`src/rtl/nan_conv_pkg.sv`:
```
package nan_conv_pkg;
  localparam int CANON_W = 64;
  localparam int WORD_W  = 64;
  localparam int N_FMT   = 3;

  typedef enum logic [1:0] {
    FMT_HALF   = 2'd0,
    FMT_SINGLE = 2'd1,
    FMT_DOUBLE = 2'd2,
    FMT_ALIAS  = 2'd3
  } fmt_e;

  typedef struct packed {
    logic               sign;
    logic [CANON_W-1:0] payload;
  } canon_t;

  function automatic int frac_w(int idx);
    case (idx)
      0:       return 10;
      1:       return 23;
      default: return 52;
    endcase
  endfunction

  function automatic int exp_w(int idx);
    case (idx)
      0:       return 5;
      1:       return 8;
      default: return 11;
    endcase
  endfunction

  function automatic int canon_sh(int idx);
    return CANON_W - frac_w(idx);
  endfunction

  // code 3 folds onto double
  function automatic logic [1:0] fmt_sel(logic [1:0] f);
    return (f == FMT_ALIAS) ? 2'(FMT_DOUBLE) : f;
  endfunction

  function automatic logic [WORD_W-1:0] frac_mask(int idx);
    return (WORD_W'(1) << frac_w(idx)) - WORD_W'(1);
  endfunction

  function automatic logic [WORD_W-1:0] exp_mask(int idx);
    return ((WORD_W'(1) << exp_w(idx)) - WORD_W'(1)) << frac_w(idx);
  endfunction

  function automatic logic [WORD_W-1:0] word_mask(int idx);
    logic [WORD_W-1:0] m;
    m = frac_mask(idx) | exp_mask(idx);
    m = m | (WORD_W'(1) << (frac_w(idx) + exp_w(idx)));
    return m;
  endfunction

  function automatic logic [WORD_W-1:0] dflt_nan(int idx, logic inv);
    logic [WORD_W-1:0] r;
    r = exp_mask(idx);
    if (inv) r = r | (frac_mask(idx) >> 1);
    else     r = r | (WORD_W'(1) << (frac_w(idx) - 1));
    return r;
  endfunction
endpackage

```
`src/rtl/nan_unpack.sv`:
```
module nan_unpack
  import nan_conv_pkg::*;
(
  input  logic [WORD_W-1:0] word_i,
  input  logic [1:0]        sel_i,
  input  logic              qbit_inv_i,
  output canon_t            canon_o,
  output logic              snan_o
);
  canon_t           cand  [N_FMT];
  logic [N_FMT-1:0] snan_v;

  for (genvar g = 0; g < N_FMT; g++) begin : g_fmt
    localparam int FW = frac_w(g);
    localparam int EW = exp_w(g);
    localparam int SH = canon_sh(g);
    logic e_ones, top, rest;

    assign e_ones = &word_i[FW+EW-1:FW];
    assign top    = word_i[FW-1];
    assign rest   = |word_i[FW-2:0];
    assign snan_v[g] = e_ones & (qbit_inv_i ? top : (~top & rest));

    // exponent and sign shift out past bit 63
    assign cand[g].sign    = word_i[FW+EW];
    assign cand[g].payload = word_i << SH;
  end

  always_comb begin
    canon_o = cand[N_FMT-1];
    snan_o  = snan_v[N_FMT-1];
    for (int k = 0; k < N_FMT; k++) begin
      if (sel_i == 2'(k)) begin
        canon_o = cand[k];
        snan_o  = snan_v[k];
      end
    end
  end
endmodule

```
`src/rtl/nan_pack.sv`:
```
module nan_pack
  import nan_conv_pkg::*;
(
  input  canon_t            canon_i,
  input  logic [1:0]        sel_i,
  input  logic              dnan_mode_i,
  input  logic              qbit_inv_i,
  output logic [WORD_W-1:0] word_o
);
  logic [WORD_W-1:0] cand [N_FMT];

  for (genvar g = 0; g < N_FMT; g++) begin : g_fmt
    localparam int FW = frac_w(g);
    localparam int EW = exp_w(g);
    localparam int SH = canon_sh(g);
    logic [CANON_W-1:0] shifted;
    logic [FW-1:0]      mant;
    logic               lost;

    assign shifted = canon_i.payload >> SH;
    assign mant    = FW'(shifted);
    assign lost    = (shifted == '0);
    // no re-quieting on narrowing: truncated payload passes as is
    assign cand[g] = (dnan_mode_i || lost) ? dflt_nan(g, qbit_inv_i)
                                           : WORD_W'({canon_i.sign, {EW{1'b1}}, mant});
  end

  always_comb begin
    word_o = cand[N_FMT-1];
    for (int k = 0; k < N_FMT; k++) begin
      if (sel_i == 2'(k)) word_o = cand[k];
    end
  end
endmodule

```
`src/rtl/nan_fmt_conv.sv`:
```
module nan_fmt_conv
  import nan_conv_pkg::*;
(
  input  logic              clk_i,
  input  logic              rst_ni,
  input  logic              valid_i,
  input  logic [1:0]        src_fmt_i,
  input  logic [1:0]        dst_fmt_i,
  input  logic [WORD_W-1:0] data_i,
  input  logic              dnan_mode_i,
  input  logic              qbit_inv_i,
  output logic              valid_o,
  output logic [WORD_W-1:0] data_o,
  output logic              invalid_o
);
  logic [1:0]        src_sel, dst_sel;
  canon_t            canon;
  logic              snan;
  logic [WORD_W-1:0] conv;

  assign src_sel = fmt_sel(src_fmt_i);
  assign dst_sel = fmt_sel(dst_fmt_i);

  nan_unpack i_unpack (
    .word_i     (data_i),
    .sel_i      (src_sel),
    .qbit_inv_i (qbit_inv_i),
    .canon_o    (canon),
    .snan_o     (snan)
  );

  nan_pack i_pack (
    .canon_i     (canon),
    .sel_i       (dst_sel),
    .dnan_mode_i (dnan_mode_i),
    .qbit_inv_i  (qbit_inv_i),
    .word_o      (conv)
  );

  always_ff @(posedge clk_i or negedge rst_ni) begin
    if (!rst_ni) begin
      valid_o   <= 1'b0;
      data_o    <= '0;
      invalid_o <= 1'b0;
    end else begin
      valid_o <= valid_i;
      if (valid_i) begin
        data_o    <= conv;
        invalid_o <= snan;
      end
    end
  end
endmodule

```
`config.mk`:
```
export PLATFORM = sky130hd
export DESIGN_NAME = nan_fmt_conv
export DESIGN_NICKNAME = d
export VERILOG_FILES = /design/src/rtl/nan_conv_pkg.sv /design/src/rtl/nan_unpack.sv /design/src/rtl/nan_pack.sv /design/src/rtl/nan_fmt_conv.sv
export SDC_FILE = /design/constraint.sdc
export NUM_CORES = 1
export LEC_CHECK = 0
export BUFFER_PORTS_ARGS = -buffer_cell sky130_fd_sc_hd__buf_2
export CORE_MARGIN = 8
export CORE_UTILIZATION = 45
export DETAILED_ROUTE_END_ITERATION = 6
export PLACE_DENSITY = 0.71
export RECOVER_POWER = 50
export SETUP_SLACK_MARGIN = 0.1
export SYNTH_ARGS = -nofsm -noshare
export SYNTH_HDL_FRONTEND = slang
export SYNTH_HIERARCHICAL = 1
export SYNTH_SLANG_ARGS = --single-unit
```
`constraint.sdc`:
```
create_clock -name clk_i -period 0.8 [get_ports clk_i]
set_input_delay 0.16 -clock clk_i [delete_from_list [all_inputs] [get_ports clk_i]]
set_output_delay 0.16 -clock clk_i [all_outputs]
set_load 0.02 [all_outputs]
```
==> flow_metrics.env, run 1 <==
export IMPL_status="complete, but fails checks"
export IMPL_violations="setup timing"
export IMPL_drc_errors=0
export IMPL_placed_cell_area_mm2=0.00664
export IMPL_syn_to_final_growth_pct=73.2
export IMPL_fin_total_pwr_mw=12.5
export IMPL_drt_iter0_drc=441
export IMPL_grt_pass1_vias=5556
export IMPL_leakage_nw=3.98
export IMPL_power_density_mw_per_mm2=1530
export IMPL_path_cells="buf_8 -> buf_4 -> buf_12 -> and2_1 -> nor4_4 -> buf_4 -> nand4_1 -> o41a_4 -> o21a_4 -> a2111oi_4 -> mux2_4"
export IMPL_syn_cell_area_mm2=0.00473
export IMPL_syn_avg_cell_area_um2=10.1
export IMPL_finalCriticalPeriod_ns=2.57
export IMPL_dr_pass1_iters=5
export IMPL_slew_limit_headroom_pct=53.5
export IMPL_die_w_um=119
export IMPL_antenna_found_initial=0
export IMPL_crit_type="input port to flop"
export IMPL_die_area_mm2=0.0140
export IMPL_endpoint_kind="flop"
export IMPL_htree_num_levels=3
export IMPL_crit_required_ns=1.10
export IMPL_post_route_period_util_pct=321
export IMPL_drt_vias_per_instance=5.60
export IMPL_clk_pin_slew_ns=0.08
export IMPL_pre_cts_slack_ns=-2.13
export IMPL_fmax_mhz=390
export IMPL_clock_skew_ns=0
export IMPL_start_kind="input port"
export IMPL_setup_violations=131
export IMPL_grt_total_usage_pct=26.9
export IMPL_cts_root_buf="clkbuf_8"
export IMPL_synth_nets=542
export IMPL_numCtsBuffers=9
export IMPL_ios=139
export IMPL_slew_viol_final=0
export IMPL_wl_per_cell_um=21.3
export IMPL_antennaDiodeCount=0
export IMPL_cts_tree="built"
export IMPL_cts_sinks=66
export IMPL_grt_max_degree=56
export IMPL_wl_um=19900
export IMPL_layout_common_cells="buf_4, buf_6, buf_2"
export IMPL_min_path_type="input port to flop"
export IMPL_postLayoutCellArea_mm2=0.00819
export IMPL_worstSkewPairLatency_ns=0.36
export IMPL_hold_violations=0
export IMPL_dp_hpwl_um=14000
export IMPL_grt_pass1_wl_um=30100
export IMPL_num_rows=37
export IMPL_layout_nets=867
export IMPL_dieHeight_um=119
export IMPL_cp_max_fo=45
export IMPL_mostFrequentLayoutCell="buf_4"
export IMPL_num_vias=5237
export IMPL_clk_path_buf_depth=2
export IMPL_crit_path_max_incr_delay_ns=0.56
export IMPL_tightest_slew_ns=0.697
export IMPL_syn_inst=469
export IMPL_drive_gt1_share_pct=62.3
export IMPL_critPathMostFrequentCell="buf_4"
export IMPL_gr_total_overflow=0
export IMPL_fin_util_pct=79.7
export IMPL_initial_utilization_pct=46.0
export IMPL_finalNonFillerCells=935
export IMPL_numPlacedInstances=844
export IMPL_ant_nets=0
export IMPL_critPathArrivalTime_ns=2.87
export IMPL_rsz0062_at_grt="yes"
export IMPL_maxCapViolCount=0
export IMPL_setup_ws_ns=-1.77
export IMPL_yosys_warnings=6
export IMPL_routabilityCongestion=0.982
export IMPL_crit_slowest_cell="o41a_4"
export IMPL_ir_drop_mv=1.23
export IMPL_core_mm2=0.0103
export IMPL_port_buffers=138
sequential cells by signal, indices dropped and copies added, names as in the netlist:
name and count:
valid_o 1, data_o 64, invalid_o 1
worst max-delay path, delay by kind of cell:
family | cells | cell delay [ns]
multiplexers | 1 | 0.20
AND/OR/NAND/NOR | 3 | 0.69
AO/OA/AOI/OAI | 3 | 1.25
buffers and inverters | 4 | 0.56
worst paths after layout:
kind	start	endpoint	slack, ns	cells after the start
min in group asynchronous	rst_ni	data_o[32]	0.48	3
setup / recovery	src_fmt_i[1]	data_o[1]	-1.77	11
setup reg to reg	data_o[10]	data_o[10]	-0.25	3
hold reg to reg	data_o[2]	data_o[2]	0.54	1
hold / removal	valid_i	data_o[40]	0.28	3
max in group asynchronous	rst_ni	invalid_o	0.06	3
timing repair:
| action | 4_1_cts | 5_1_grt |
|---|---|---|
| hold buffers | 1 | 0 |
| cloned | 4 | 2 |
| setup endpoints to repair | 131 | 134 |
| pin swaps | 5 | 9 |
| buffers inserted | 45 | 28 |
| hold endpoints to repair | 66 | 0 |
| gates resized for setup | 181 | 43 |
metrics by stage:
step	hold WS [ns]	TNS, ns
4_1_cts	0.164	-98.85
3_5_place_dp	0.172	-110.42
6_report	0.277	-107.48
2_1_floorplan	-0.136	-102.23
5_1_grt	0.275	-114.35
3_3_place_gp	0.168	-107.60
final cells by class:
cell class              instances  area (µm²)
clock buffers                  12         155
clock inverters                 4        73.8
fillers                       636        2090
inverters                      15        56.3
multi-input cells             344        3120
flip-flops and latches         66        1650
well taps                     136         170
repair buffers                358        2960
power breakdown:
part	internal (mW)	switching (mW)
Sequential	3.72	0.327
Clock	1.93	1.36
Combinational	2.87	2.30
Total	8.52	3.99
metal layers:
layer / vias to the layer above / wire length [µm] / GRT usage, %
met3: 43 / 1290 / 6.09
li1: 2360 / - / -
met4: 0 / 463 / 9.41
met1: 2617 / 8040 / 32.1
met5: - / 0 / 0
met2: 217 / 10100 / 46.8
Power figures use the tool's default switching activity.
==> run 2: changes to the inputs <==
Settings changed: ABC_AREA set to 1, PLACE_DENSITY 0.71 to 0.7.
==> flow_metrics.env, run 2 <==
export IMPL_endpoint_kind="flop"
export IMPL_cp_max_fo=6
export IMPL_crit_path_max_incr_delay_ns=0.20
export IMPL_numCtsBuffers=9
export IMPL_core_mm2=0.0108
export IMPL_slew_limit_headroom_pct=73.5
export IMPL_drt_vias_per_instance=5.22
export IMPL_antennaDiodeCount=0
export IMPL_reg_top3="data_o x64, invalid_o x1, valid_o x1"
export IMPL_ios=139
export IMPL_crit_buf_inv=3
export IMPL_rsz0062_at_grt="yes"
export IMPL_min_path_type="input port to flop"
export IMPL_tightest_slew_ns=0.393
export IMPL_layout_common_cells="nand2_1, buf_4, buf_6"
export IMPL_worstSkewPairLatency_ns=0.34
export IMPL_ir_drop_mv=1.82
export IMPL_grt_pass1_vias=6361
export IMPL_grt_max_degree=67
export IMPL_cts_tree="built"
export IMPL_synth_nets=903
export IMPL_dp_hpwl_um=15000
export IMPL_mostFrequentLayoutCell="nand2_1"
export IMPL_setup_violations=120
export IMPL_reg2reg_slack_ns=-0.17
export IMPL_maxCapViolCount=0
export IMPL_syn_inst=830
export IMPL_critPathArrivalTime_ns=2.37
export IMPL_fmax_mhz=479
export IMPL_htree_num_levels=3
export IMPL_reg2reg_from="data_o[13]"
export IMPL_drt_iter0_drc=606
export IMPL_crit_start="src_fmt_i[1]"
export IMPL_finalCriticalPeriod_ns=2.09
export IMPL_routabilityCongestion=1.06
export IMPL_clk_pin_slew_ns=0.09
export IMPL_crit_type="input port to flop"
export IMPL_drive_gt1_share_pct=42.8
export IMPL_drc_errors=1
export IMPL_slew_viol_final=0
export IMPL_worstRegToRegCells=4
export IMPL_leakage_nw=4.91
export IMPL_num_rows=38
export IMPL_ant_nets=0
export IMPL_grt_pass1_wl_um=31400
export IMPL_clk_path_buf_depth=2
export IMPL_wl_um=21900
export IMPL_crit_required_ns=1.09
export IMPL_fin_total_pwr_mw=12.1
export IMPL_post_route_period_util_pct=261
export IMPL_power_density_mw_per_mm2=1430
export IMPL_grt_total_usage_pct=27.0
export IMPL_cp_depth=20
export IMPL_gr_total_overflow=0
export IMPL_dieHeight_um=121
export IMPL_yosys_warnings=6
export IMPL_port_buffers=138
export IMPL_dr_pass1_iters=7
export IMPL_clock_skew_ns=0
export IMPL_r2r_end="data_o[13]"
export IMPL_crit_end="data_o[23]"
export IMPL_syn_to_final_growth_pct=71.1
export IMPL_hold_path_startpoint="valid_i"
export IMPL_cts_sinks=66
export IMPL_top_register="data_o"
export IMPL_start_kind="input port"
export IMPL_num_vias=6719
export IMPL_setup_ws_ns=-1.29
export IMPL_die_w_um=121
export IMPL_critPathMostFrequentCell="nor2_4"
export IMPL_path_cells="buf_12 -> nor2_4 -> nor2_4 -> buf_6 -> a22oi_2 -> nand2_2 -> nor2_4 -> nand2_2 -> nor2_4 -> nand2_2 -> nor2_4 -> nand2_4 -> nand2_8 -> nand2_8 -> clkbuf_16 -> nand2_2 -> nand2_1 -> nand2_1 -> nand2_1 -> nand2_1"
export IMPL_fill_cells=761
export IMPL_initial_utilization_pct=45.9
export IMPL_wl_per_cell_um=17.1
export IMPL_die_area_mm2=0.0146
export IMPL_layout_nets=1214
export IMPL_syn_avg_cell_area_um2=5.97
export IMPL_antenna_found_initial=0
export IMPL_largest_reg_flops=64
export IMPL_hold_violations=0
export IMPL_cp_top_family="simple AND/OR/NAND/NOR gates"
export IMPL_holdWs_ns=0.200
export IMPL_status="complete, but fails checks"
export IMPL_syn_cell_area_mm2=0.00495
export IMPL_cts_root_buf="clkbuf_8"
export IMPL_crit_slowest_cell="clkbuf_16"
export IMPL_violations="DRC, setup timing"
run 2: worst min-delay path by stage:
stage / end / slack (ns) / cells after the start
after floorplan: data_o[0] / -0.14 / 0
after global placement: data_o[46] / 0.18 / 2
after detailed placement: data_o[63] / 0.18 / 2
after CTS: valid_o / 0.20 / 2
after global routing: valid_o / 0.21 / 2
final: valid_o / 0.20 / 2
run 2: what timing repair did:
item / in CTS / in global routing
hold buffers: 1 / 0
pin swaps: 20 / 43
resized for setup: 162 / 92
cloned: 3 / 5
setup buffers: 30 / 20
endpoints found under the hold margin: 66 / 0
endpoints found under the setup margin: 120 / 124
run 2: layout make-up:
type	instances	area, µm²	area share [%]
repair inverters	1	7.51	0.0886
inverters	72	273	3.22
repair buffers	351	2990	35.2
flip-flops and latches	66	1650	19.5
well taps	140	175	2.07
clock buffers	9	124	1.46
multi-input cells	640	3130	37.0
clock inverters	7	124	1.46
run 2: per-stage QoR:
step / std cells / setup slack (ns) / TNS (ns) / utilization, % / area [µm²]
global route: 1286 / -1.31 / -83.14 / 78.5 / 8470
finish: 1286 / -1.29 / -77.42 / 78.5 / 8470
detailed placement: 1211 / -1.53 / -79.10 / 63.6 / 6870
global placement: 1211 / -1.48 / -77.60 / 63.6 / 6870
floorplan: 830 / -1.17 / -61.24 / - / 5110
CTS: 1261 / -1.05 / -69.58 / 73.0 / 7880
run 2: worst reg2reg max path: stages (launching register included):
cell     delay (ns)
dfrtp_1        0.42
buf_4          0.15
buf_4          0.13
nand2_1        0.09
nand2_1        0.08
run 2: layer usage:
metal	part of all wire, %	GRT usage [%]	routed length, µm
met5	0	0	0
met4	6.1	14.4	1340
met3	8.8	5.17	1930
met2	47	45.8	10200
met1	38	31.8	8440
run 2: where the power goes:
group	switching (mW)	internal [mW]
logic	2.42	2.22
registers	0.272	3.65
clock network	1.48	2.10
